<file path="config.mk">
export PLATFORM = sky130hd
export DESIGN_NAME = mbist_march_ctrl
export DESIGN_NICKNAME = d
export VERILOG_FILES = /design/src/rtl/mbist_pkg.sv /design/src/rtl/mbist_seq.sv /design/src/rtl/mbist_pattern.sv /design/src/rtl/mbist_cmp.sv /design/src/rtl/mbist_march_ctrl.sv
export SDC_FILE = /design/constraint.sdc
export NUM_CORES = 1
export LEC_CHECK = 0
export BUFFER_PORTS_ARGS = -buffer_cell sky130_fd_sc_hd__buf_4
export CAP_MARGIN = 20
export CORE_MARGIN = 1.5
export CORE_UTILIZATION = 55
export DETAILED_ROUTE_END_ITERATION = 7
export HOLD_SLACK_MARGIN = 0.15
export PLACE_DENSITY = 0.78
export SLEW_MARGIN = 40
export SYNTH_ARGS = -nofsm -noshare
export SYNTH_HDL_FRONTEND = slang
export SYNTH_SLANG_ARGS = --single-unit
</file>
<file path="constraint.sdc">
create_clock -name clk_i -period 3.85 [get_ports clk_i]
set_input_delay 0.1925 -clock clk_i [delete_from_list [all_inputs] [get_ports clk_i]]
set_output_delay 0.1925 -clock clk_i [all_outputs]
set_load 0.03 [all_outputs]
</file>
<file path="src/rtl/mbist_pkg.sv">
package mbist_pkg;

  localparam int ELEM_W = 4;
  localparam int OPS_W  = 3;

  typedef enum logic [1:0] {BG_00, BG_11, BG_01, BG_10} bg_e;

  typedef struct packed {
    logic wr;
    bg_e  bg;
  } op_t;

  typedef struct packed {
    logic             down;
    logic [OPS_W-1:0] nops;
    op_t [4:0]        ops;
  } elem_t;

  function automatic op_t rd(bg_e b);
    op_t o;
    o.wr = 1'b0;
    o.bg = b;
    return o;
  endfunction

  function automatic op_t wr(bg_e b);
    op_t o;
    o.wr = 1'b1;
    o.bg = b;
    return o;
  endfunction

  function automatic elem_t mk(logic dn, logic [OPS_W-1:0] n,
                               op_t a, op_t b, op_t c, op_t d, op_t e);
    elem_t t;
    t.down   = dn;
    t.nops   = n;
    t.ops[0] = a;
    t.ops[1] = b;
    t.ops[2] = c;
    t.ops[3] = d;
    t.ops[4] = e;
    return t;
  endfunction

  function automatic logic [ELEM_W-1:0] elem_count(logic [1:0] algo);
    case (algo)
      2'd1:    return ELEM_W'(6);
      2'd2:    return ELEM_W'(8);
      default: return ELEM_W'(4);
    endcase
  endfunction

  // element table; "either" order is encoded as ascending
  function automatic elem_t elem_desc(logic [1:0] algo, logic [ELEM_W-1:0] idx);
    op_t z;
    elem_t r;
    z = rd(BG_00);
    r = mk(1'b0, 3'd1, wr(BG_00), z, z, z, z);
    if (algo == 2'd1 || algo == 2'd2) begin
      case (idx)
        4'd1: r = mk(1'b1, 3'd2, rd(BG_00), wr(BG_11), z, z, z);
        4'd2: r = mk(1'b0, 3'd5, rd(BG_11), wr(BG_00), rd(BG_00), rd(BG_00), wr(BG_11));
        4'd3: r = mk(1'b0, 3'd2, rd(BG_11), wr(BG_00), z, z, z);
        4'd4: r = mk(1'b0, 3'd5, rd(BG_00), wr(BG_11), rd(BG_11), rd(BG_11), wr(BG_00));
        4'd5: begin
          if (algo == 2'd2) r = mk(1'b0, 3'd4, rd(BG_00), wr(BG_01), wr(BG_10), rd(BG_10), z);
          else              r = mk(1'b0, 3'd1, rd(BG_00), z, z, z, z);
        end
        4'd6: r = mk(1'b0, 3'd3, rd(BG_10), wr(BG_01), rd(BG_01), z, z);
        4'd7: r = mk(1'b0, 3'd1, rd(BG_01), z, z, z, z);
        default: ;
      endcase
    end else begin
      case (idx)
        4'd1: r = mk(1'b0, 3'd3, rd(BG_00), wr(BG_11), rd(BG_11), z, z);
        4'd2: r = mk(1'b1, 3'd3, rd(BG_11), wr(BG_00), rd(BG_00), z, z);
        4'd3: r = mk(1'b0, 3'd1, rd(BG_00), z, z, z, z);
        default: ;
      endcase
    end
    return r;
  endfunction

endpackage

</file>
<file path="src/rtl/mbist_seq.sv">
module mbist_seq
  import mbist_pkg::*;
#(
  parameter int ADDR_W = 4
) (
  input  logic              clk_i,
  input  logic              rst_ni,
  input  logic              start_i,
  input  logic [1:0]        algo_i,
  output logic              accept_o,
  output logic              issue_o,
  output op_t               op_o,
  output logic [ADDR_W-1:0] addr_o,
  output logic [ELEM_W-1:0] elem_o,
  output logic              busy_o,
  output logic              fin_o
);

  localparam logic [ADDR_W-1:0] A_MAX = '1;

  typedef enum logic [1:0] {S_IDLE, S_RUN, S_FLUSH} st_e;

  st_e               st_q;
  logic [1:0]        algo_q;
  logic [ELEM_W-1:0] elem_q;
  logic [OPS_W-1:0]  op_q;
  logic [ADDR_W-1:0] addr_q;

  elem_t cur, nxt;
  logic  last_op, last_addr, last_elem;

  always_comb begin
    cur       = elem_desc(algo_q, elem_q);
    nxt       = elem_desc(algo_q, elem_q + ELEM_W'(1));
    last_op   = (op_q == cur.nops - OPS_W'(1));
    last_addr = cur.down ? (addr_q == '0) : (addr_q == A_MAX);
    last_elem = (elem_q == elem_count(algo_q) - ELEM_W'(1));
  end

  assign accept_o = (st_q == S_IDLE) && start_i;
  assign issue_o  = (st_q == S_RUN);
  assign op_o     = cur.ops[op_q];
  assign addr_o   = addr_q;
  assign elem_o   = elem_q;
  assign busy_o   = (st_q != S_IDLE);
  assign fin_o    = (st_q == S_FLUSH);

  always_ff @(posedge clk_i or negedge rst_ni) begin
    if (!rst_ni) begin
      st_q   <= S_IDLE;
      algo_q <= '0;
      elem_q <= '0;
      op_q   <= '0;
      addr_q <= '0;
    end else begin
      case (st_q)
        S_IDLE: if (start_i) begin
          st_q   <= S_RUN;
          algo_q <= algo_i;
          elem_q <= '0;
          op_q   <= '0;
          addr_q <= elem_desc(algo_i, '0).down ? A_MAX : '0;
        end
        S_RUN: begin
          if (!last_op) begin
            op_q <= op_q + OPS_W'(1);
          end else begin
            op_q <= '0;
            if (!last_addr) begin
              addr_q <= cur.down ? addr_q - ADDR_W'(1) : addr_q + ADDR_W'(1);
            end else if (last_elem) begin
              st_q <= S_FLUSH;
            end else begin
              elem_q <= elem_q + ELEM_W'(1);
              addr_q <= nxt.down ? A_MAX : '0;
            end
          end
        end
        S_FLUSH: st_q <= S_IDLE;
        default: st_q <= S_IDLE;
      endcase
    end
  end

endmodule

</file>
<file path="src/rtl/mbist_pattern.sv">
module mbist_pattern
  import mbist_pkg::*;
#(
  parameter int DATA_W = 8
) (
  input  bg_e               bg_i,
  output logic [DATA_W-1:0] word_o
);

  for (genvar i = 0; i < DATA_W; i++) begin : g_bit
    localparam bit EVEN = (i % 2) == 0;
    assign word_o[i] = (bg_i == BG_11) |
                       ((bg_i == BG_01) & EVEN) |
                       ((bg_i == BG_10) & !EVEN);
  end

endmodule

</file>
<file path="src/rtl/mbist_cmp.sv">
module mbist_cmp
  import mbist_pkg::*;
#(
  parameter int ADDR_W = 4,
  parameter int DATA_W = 8
) (
  input  logic              clk_i,
  input  logic              rst_ni,
  input  logic              clear_i,
  input  logic              rd_i,
  input  logic [DATA_W-1:0] exp_i,
  input  logic [ADDR_W-1:0] addr_i,
  input  logic [ELEM_W-1:0] elem_i,
  input  logic [DATA_W-1:0] rdata_i,
  output logic              fail_o,
  output logic [ADDR_W-1:0] fail_addr_o,
  output logic [ELEM_W-1:0] fail_elem_o
);

  logic              vld_q;
  logic [DATA_W-1:0] exp_q;
  logic [ADDR_W-1:0] addr_q;
  logic [ELEM_W-1:0] elem_q;
  logic              miss;

  // align expected word with the one-cycle read latency
  always_ff @(posedge clk_i or negedge rst_ni) begin
    if (!rst_ni) begin
      vld_q  <= 1'b0;
      exp_q  <= '0;
      addr_q <= '0;
      elem_q <= '0;
    end else begin
      vld_q <= rd_i;
      if (rd_i) begin
        exp_q  <= exp_i;
        addr_q <= addr_i;
        elem_q <= elem_i;
      end
    end
  end

  assign miss = vld_q && (rdata_i != exp_q);

  always_ff @(posedge clk_i or negedge rst_ni) begin
    if (!rst_ni) begin
      fail_o      <= 1'b0;
      fail_addr_o <= '0;
      fail_elem_o <= '0;
    end else if (clear_i) begin
      fail_o      <= 1'b0;
      fail_addr_o <= '0;
      fail_elem_o <= '0;
    end else if (miss && !fail_o) begin
      fail_o      <= 1'b1;
      fail_addr_o <= addr_q;
      fail_elem_o <= elem_q;
    end
  end

endmodule

</file>
<file path="src/rtl/mbist_march_ctrl.sv">
module mbist_march_ctrl
  import mbist_pkg::*;
#(
  parameter int ADDR_W = 4,
  parameter int DATA_W = 8
) (
  input  logic              clk_i,
  input  logic              rst_ni,
  input  logic              start_i,
  input  logic [1:0]        algo_sel_i,
  output logic              mem_en_o,
  output logic              mem_we_o,
  output logic [ADDR_W-1:0] mem_addr_o,
  output logic [DATA_W-1:0] mem_wdata_o,
  input  logic [DATA_W-1:0] mem_rdata_i,
  output logic              busy_o,
  output logic              done_o,
  output logic              fail_o,
  output logic [ADDR_W-1:0] fail_addr_o,
  output logic [ELEM_W-1:0] fail_elem_o
);

  logic              accept, issue, fin;
  op_t               op;
  logic [ADDR_W-1:0] addr;
  logic [ELEM_W-1:0] elem;
  logic [DATA_W-1:0] word;
  logic              done_q;

  mbist_seq #(.ADDR_W(ADDR_W)) u_seq (
    .clk_i    (clk_i),
    .rst_ni   (rst_ni),
    .start_i  (start_i),
    .algo_i   (algo_sel_i),
    .accept_o (accept),
    .issue_o  (issue),
    .op_o     (op),
    .addr_o   (addr),
    .elem_o   (elem),
    .busy_o   (busy_o),
    .fin_o    (fin)
  );

  mbist_pattern #(.DATA_W(DATA_W)) u_pat (
    .bg_i   (op.bg),
    .word_o (word)
  );

  mbist_cmp #(.ADDR_W(ADDR_W), .DATA_W(DATA_W)) u_cmp (
    .clk_i       (clk_i),
    .rst_ni      (rst_ni),
    .clear_i     (accept),
    .rd_i        (issue && !op.wr),
    .exp_i       (word),
    .addr_i      (addr),
    .elem_i      (elem),
    .rdata_i     (mem_rdata_i),
    .fail_o      (fail_o),
    .fail_addr_o (fail_addr_o),
    .fail_elem_o (fail_elem_o)
  );

  always_ff @(posedge clk_i or negedge rst_ni) begin
    if (!rst_ni)     done_q <= 1'b0;
    else if (accept) done_q <= 1'b0;
    else if (fin)    done_q <= 1'b1;
  end

  assign done_o      = done_q;
  assign mem_en_o    = issue;
  assign mem_we_o    = issue && op.wr;
  assign mem_addr_o  = addr;
  assign mem_wdata_o = word;

endmodule

</file>
# Word-level counts from Yosys, hierarchy flattened
# Cells that the tools add are included.
# totals
reg_bits,42
in_bits,13
out_inout_bits,25
# classes
n_addsub,6
order_cmp,1
eq_ne,31
n_mux,38
bitwise_logic,2
n_reduce_logical,19
# op_table
op,n
$pmux W19 S7,2
$pmux W19 S3,2
$mux W4,13
$mux W19,2
$eq A4 B3 Y1 const B,8
$pmux W4 S2,3
$mux W18,1
$eq A4 B2 Y1 const B,4
$bmux W3 S3,1
$mux W3,3
$add A4 B1 Y4 const B,2
$eq A2 B2 Y1 const B,4
$eq A4 B1 Y1 const B,2
$mux W2,4
$ne A8 B8 Y1,1
$reduce_and A4 Y1,2
$reduce_bool A2 Y1,4
$sub A4 B1 Y4 const B,2
$eq A2 B1 Y1 const B,3
$ne A2 B1 Y1 const B,3
$pmux W3 S2,1
$logic_and A1 B1 Y1,5
$mux W1,5
$reduce_and A5 Y1,1
15 further kinds,19

# Longest topological paths before layout
# logic_depth
depth_word,9
ltp_mapped,13
depth_no_buf,12

# By module
# A second synthesis with hierarchy kept.
# unflattened
hier_cells,289
hier_area_um2,2917.8
# modules_own_cells
module,instances,cells_per_inst,area_each_um2,seq_area_each_um2
mbist_seq,1,191,1624.1,375.4
mbist_cmp,1,83,1158.6,650.6
mbist_pattern,1,11,83.8,0.0
mbist_march_ctrl,1,4,51.3,25.0

# Worst setup path before layout
# OpenSTA, ideal clock, no wires.
# synth_path
path_kind,register to output
startpoint,"register u_seq.elem_q[1], in the netlist u_seq.elem_o[1]"
endpoint,output mem_wdata_o[2]
arrival_time_ns,3.572
required_ns,3.658
slack_ns,0.085
stages_incl_launch_ff,9
cell_sequence,dfrtp_1 -> inv_1 -> ha_1 -> clkbuf_1 -> a2bb2oi_1 -> a221o_1 -> a221oi_1 -> xor2_1 -> buf_4
# synth_between
elab_chain_cells,7
word_cells_on_any_way,15
classes_between,9 x eq/ne; 5 x mux; 1 x bitwise
# synth_lines
item,line_no,text
"start, declared",mbist_seq.sv:25,logic [ELEM_W-1:0] elem_q;
"start signal, assigned",mbist_seq.sv:74,elem_q <= elem_q + ELEM_W'(1);
"$eq A4 B3 Y1, or another cell as far along",mbist_pkg.sv:61,case (idx)
$pmux W19 S7 or $pmux W19 S3 (tied branches),"mbist_pkg.sv:61, mbist_pkg.sv:75",
$mux W19 (*),mbist_pkg.sv:60,if (algo == 2'd1 || algo == 2'd2) begin
$bmux W3 S3 (*),mbist_seq.sv:42,assign op_o = cur.ops[op_q];
$mux W3 (implied by the code) (*),mbist_seq.sv:42,
$eq A2 B1 Y1 or $eq A2 B2 Y1 (tied branches),n/a,
$or A1 B1 Y1 (*),n/a,
"end, declared",mbist_march_ctrl.sv:14,"output logic [DATA_W-1:0] mem_wdata_o,"
# Mark *: on every way between the ends. The rest lies on a longest branch, timed or not. The select of a mux whose other input is x is not followed.

# Worst setup path after layout
# layout_path
startpoint,"register u_seq.elem_q[0], in the netlist u_seq.elem_o[0]"
endpoint,register u_seq.op_q[2]
# layout_between
elab_chain_cells,7
word_cells_on_any_way,14
classes_between,1 x add/sub; 8 x eq/ne; 5 x mux
# layout_lines
item,line_no,text
"$eq A4 B3 Y1, or another cell as far along",mbist_pkg.sv:61,
$pmux W19 S7 or $pmux W19 S3 (tied branches),"mbist_pkg.sv:61, mbist_pkg.sv:75",
$mux W19 (*),mbist_pkg.sv:60,
$sub A3 B1 Y3 (*),mbist_seq.sv:35,last_op = (op_q == cur.nops - OPS_W'(1));
$eq A3 B3 Y1 (*),mbist_seq.sv:35,
$mux W3 (*),mbist_seq.sv:65,if (!last_op) begin
$pmux W3 S2 (*),mbist_seq.sv:56,case (st_q)
"end signal, assigned",mbist_seq.sv:66,op_q <= op_q + OPS_W'(1);
"end, declared",mbist_seq.sv:26,logic [OPS_W-1:0] op_q;
# Mark *: on every way between the ends. The rest lies on a longest branch, timed or not.
# A chain may end at the register's enable or synchronous reset.

==> qor.txt <==
Worst path required time - 4020 ps
Post-DP HPWL - 3984 microns
CTS root buffer - clkbuf_8
Tcrit/Tclk final - 93.40%
Critical path's slowest cell - or4b_4
Die Width - 70.40 microns
Reg2Reg Depth - 12
Syn_area_per_cell - 9.220 sq um
GPL Wtd Cong - 0.9350
Synth warn - 0
Row count - 24
CTS max path bufs - 2
Finish-stage setup viols - 0
Vias per cell - 6.031
Fill count - 350
Min Tclk post-route - 3596 ps
RSZ-0062 raised after global routing - no
WP buf/inv - 1
Share of cells above drive strength 1 - 23.84%
Total number of vias - 2135
Seq cells post-synth - 36
Setup Skew - 4.827 ps
Hold WC Path Type - in2reg
Synth Instances - 271
Crit. End Element - flip-flop
Initial Util - 57.39%
Setup tns final - 0 ps
P&R area growth vs syn - 15.97%
Fin cells - 354
Yosys top cell by area - dfrtp_1
Prevailing post-synth register cell - dfrtp_1
Crit. path cell count - 12
Synth top area cells - dfrtp_1, ha_1, mux2_2
Total gr overflow - 0
Most common cell in the netlist - dfrtp_1
CP Max Fanout - 9
Routed WL - 5353 microns
Slew @ Worst Pin - 558.0 ps
DRT met1 WL - 2451 microns
Fmax - 278.1 MHz
Post-route DRC - 0
Clock Latency Late Sink - 280 ps
Top cell type's share of synthesized area - 36.05%
Drt first pass iters - 4
Top sig layer - met4
H-tree depth - 2
Placed insts - 343
Antenna Cells - 0
WL met3 - 413 microns
Top post-synthesis cells by count - dfrtp_1, inv_1, nand2_1, nor2_1
Chip Height - 70.40 microns
Clock-pin transition on the worst setup and hold timing paths - 70 ps
Slowest Stage Delay on Critical Path - 530 ps
CTS sink count - 36
Path type of the worst setup path - reg2reg
I/O Buffers - 37
Total CTS buffers - 5
Max-Cap Viols - 0
Total track usage - 23.07%
Fin util - 66.55%
Vias in the first global route - 2023
Ys async rst share - 100.0%
Layout Nets - 327
Max-slew headroom - 61.83%
Global-route wire length before repair - 9287 microns
Sequential-to-total area share from yosys stat - 36.05%
Antenna Violating Nets Remaining - 0
CP Launch Type - flip-flop
DRT iter0 DRCs - 161
Met2 wire len - 2408 microns
Distinct cell type count of the synthesized netlist - 56
Worst hold stages - 4
Synthesized area - 0.002499 sq mm
Core Box Area - 0.004354 sq mm
Syn nets - 297
Crit path DAT - 3770 ps
IO Count - 38
Die area - 0.004956 sq mm
Top delay family on crit path - compound AO/OA/AOI/OAI gates
Drt wl/cell - 15.12 microns
Max-slew violation count - 0
Status - complete, no violations
Post-synth EDFFs - 0
CTS tree - yes
Crit-path most repeated cell - ha_1
Initial antenna violation count - 0
Final Hold Fails - 0
Crit-path cells - inv_1 > ha_1 > nor4_4 > o22ai_1 > a22oi_1 > o21bai_1 > ha_1 > xor2_1 > or4b_4 > a22oi_4 > nor2_1 > a221o_1
Pin count of the biggest net entering global routing - 37
Postcts setup bufs - 0
==> path summary, 6_finish.rpt <==
path	start	endpoint	slack, ps
setup / recovery	u_seq.elem_o[0]$_DFFE_PN0P_	u_seq.op_q[2]$_DFFE_PN0P_	250
max in group asynchronous	rst_ni	u_seq.addr_o[3]$_DFFE_PN0P_	3130
hold reg to reg	done_o$_DFFE_PN0P_	done_o$_DFFE_PN0P_	480
setup reg to reg	u_seq.elem_o[0]$_DFFE_PN0P_	u_seq.op_q[2]$_DFFE_PN0P_	250
hold / removal	start_i	done_o$_DFFE_PN0P_	230
min in group asynchronous	rst_ni	u_seq.algo_q[0]$_DFFE_PN0P_	400
==> final cells by class <==
type                            instances  area, sq um  area share, %
Clock buffer                            5        68.82          2.375
Clock inverter                          3        18.77         0.6477
Inverter                               25        93.84          3.238
Multi-Input combinational cell        188         1405          48.49
Sequential cell                        36        900.9          31.09
Tap cell                               52        65.06          2.245
Timing Repair Buffer                   45        345.3          11.92
==> state kept, by name (all words and copies together), names as in the netlist <==
name               count
u_cmp.addr_q           4
u_cmp.elem_q           4
u_cmp.fail_addr_o      4
u_cmp.fail_elem_o      4
u_seq.addr_o           4
u_seq.elem_o           4
u_seq.op_q             3
u_cmp.exp_q            2
u_seq.algo_q           2
u_seq.st_q             2
done_o                 1
u_cmp.fail_o           1
u_cmp.vld_q            1
==> cell families after synthesis <==
logic type	share of synthesized area, %
DFF	36.05
and+or+nand+nor	17.53
buffers and inverters	8.513
AOI/OAI and AO/OA	18.83
xor gates and xnor gates	2.454
adders and majority gates	7.211
muxes	9.414
==> per-stage QoR <==
stage / instance area [sq um] / setup WS, ps / hold WS (ps)
after floorplan: 2499 / 85.05 / -103.1
after global placement: 2760 / 285.5 / 178.3
after detailed placement: 2760 / 72.06 / 181.6
after CTS: 2878 / 54.09 / 228.8
after global routing: 2898 / 51.81 / 266.0
final: 2898 / 254.2 / 234.1
==> cell usage in the layout (no fill, tap or decap), types with 5 or more instances in the layout <==
cell,count
buf_4,42
dfrtp_1,36
inv_1,25
nor2_1,18
nand2_1,18
mux2_2,12
a21oi_1,10
mux2i_1,10
ha_1,10
o21ai_0,9
nor3_1,7
nand3_1,7
nand2b_1,6
clkbuf_8,5
==> tightest hold or removal path, stage by stage <==
cell,delay (ps)
buf_4,80
nand2b_1,70
nand2_1,70
o21ai_0,60
==> routing by layer <==
| metal | vias to the layer above | GRT usage (%) |
|---|---|---|
| li1 | 1022 | - |
| met1 | 1014 | 32.40 |
| met2 | 89 | 36.79 |
| met3 | 10 | 5.195 |
| met4 | 0 | 4.487 |
| met5 | - | 0 |
==> repair_timing <==
action                                  CTS  global route
hold buffers                              3             0
endpoints found under the hold margin    38             0
endpoints found under the setup margin    0            12
resized for setup                         0             4
Power is not shown: default switching activity piles up to over one toggle a cycle in this logic, so the estimate is an artifact.
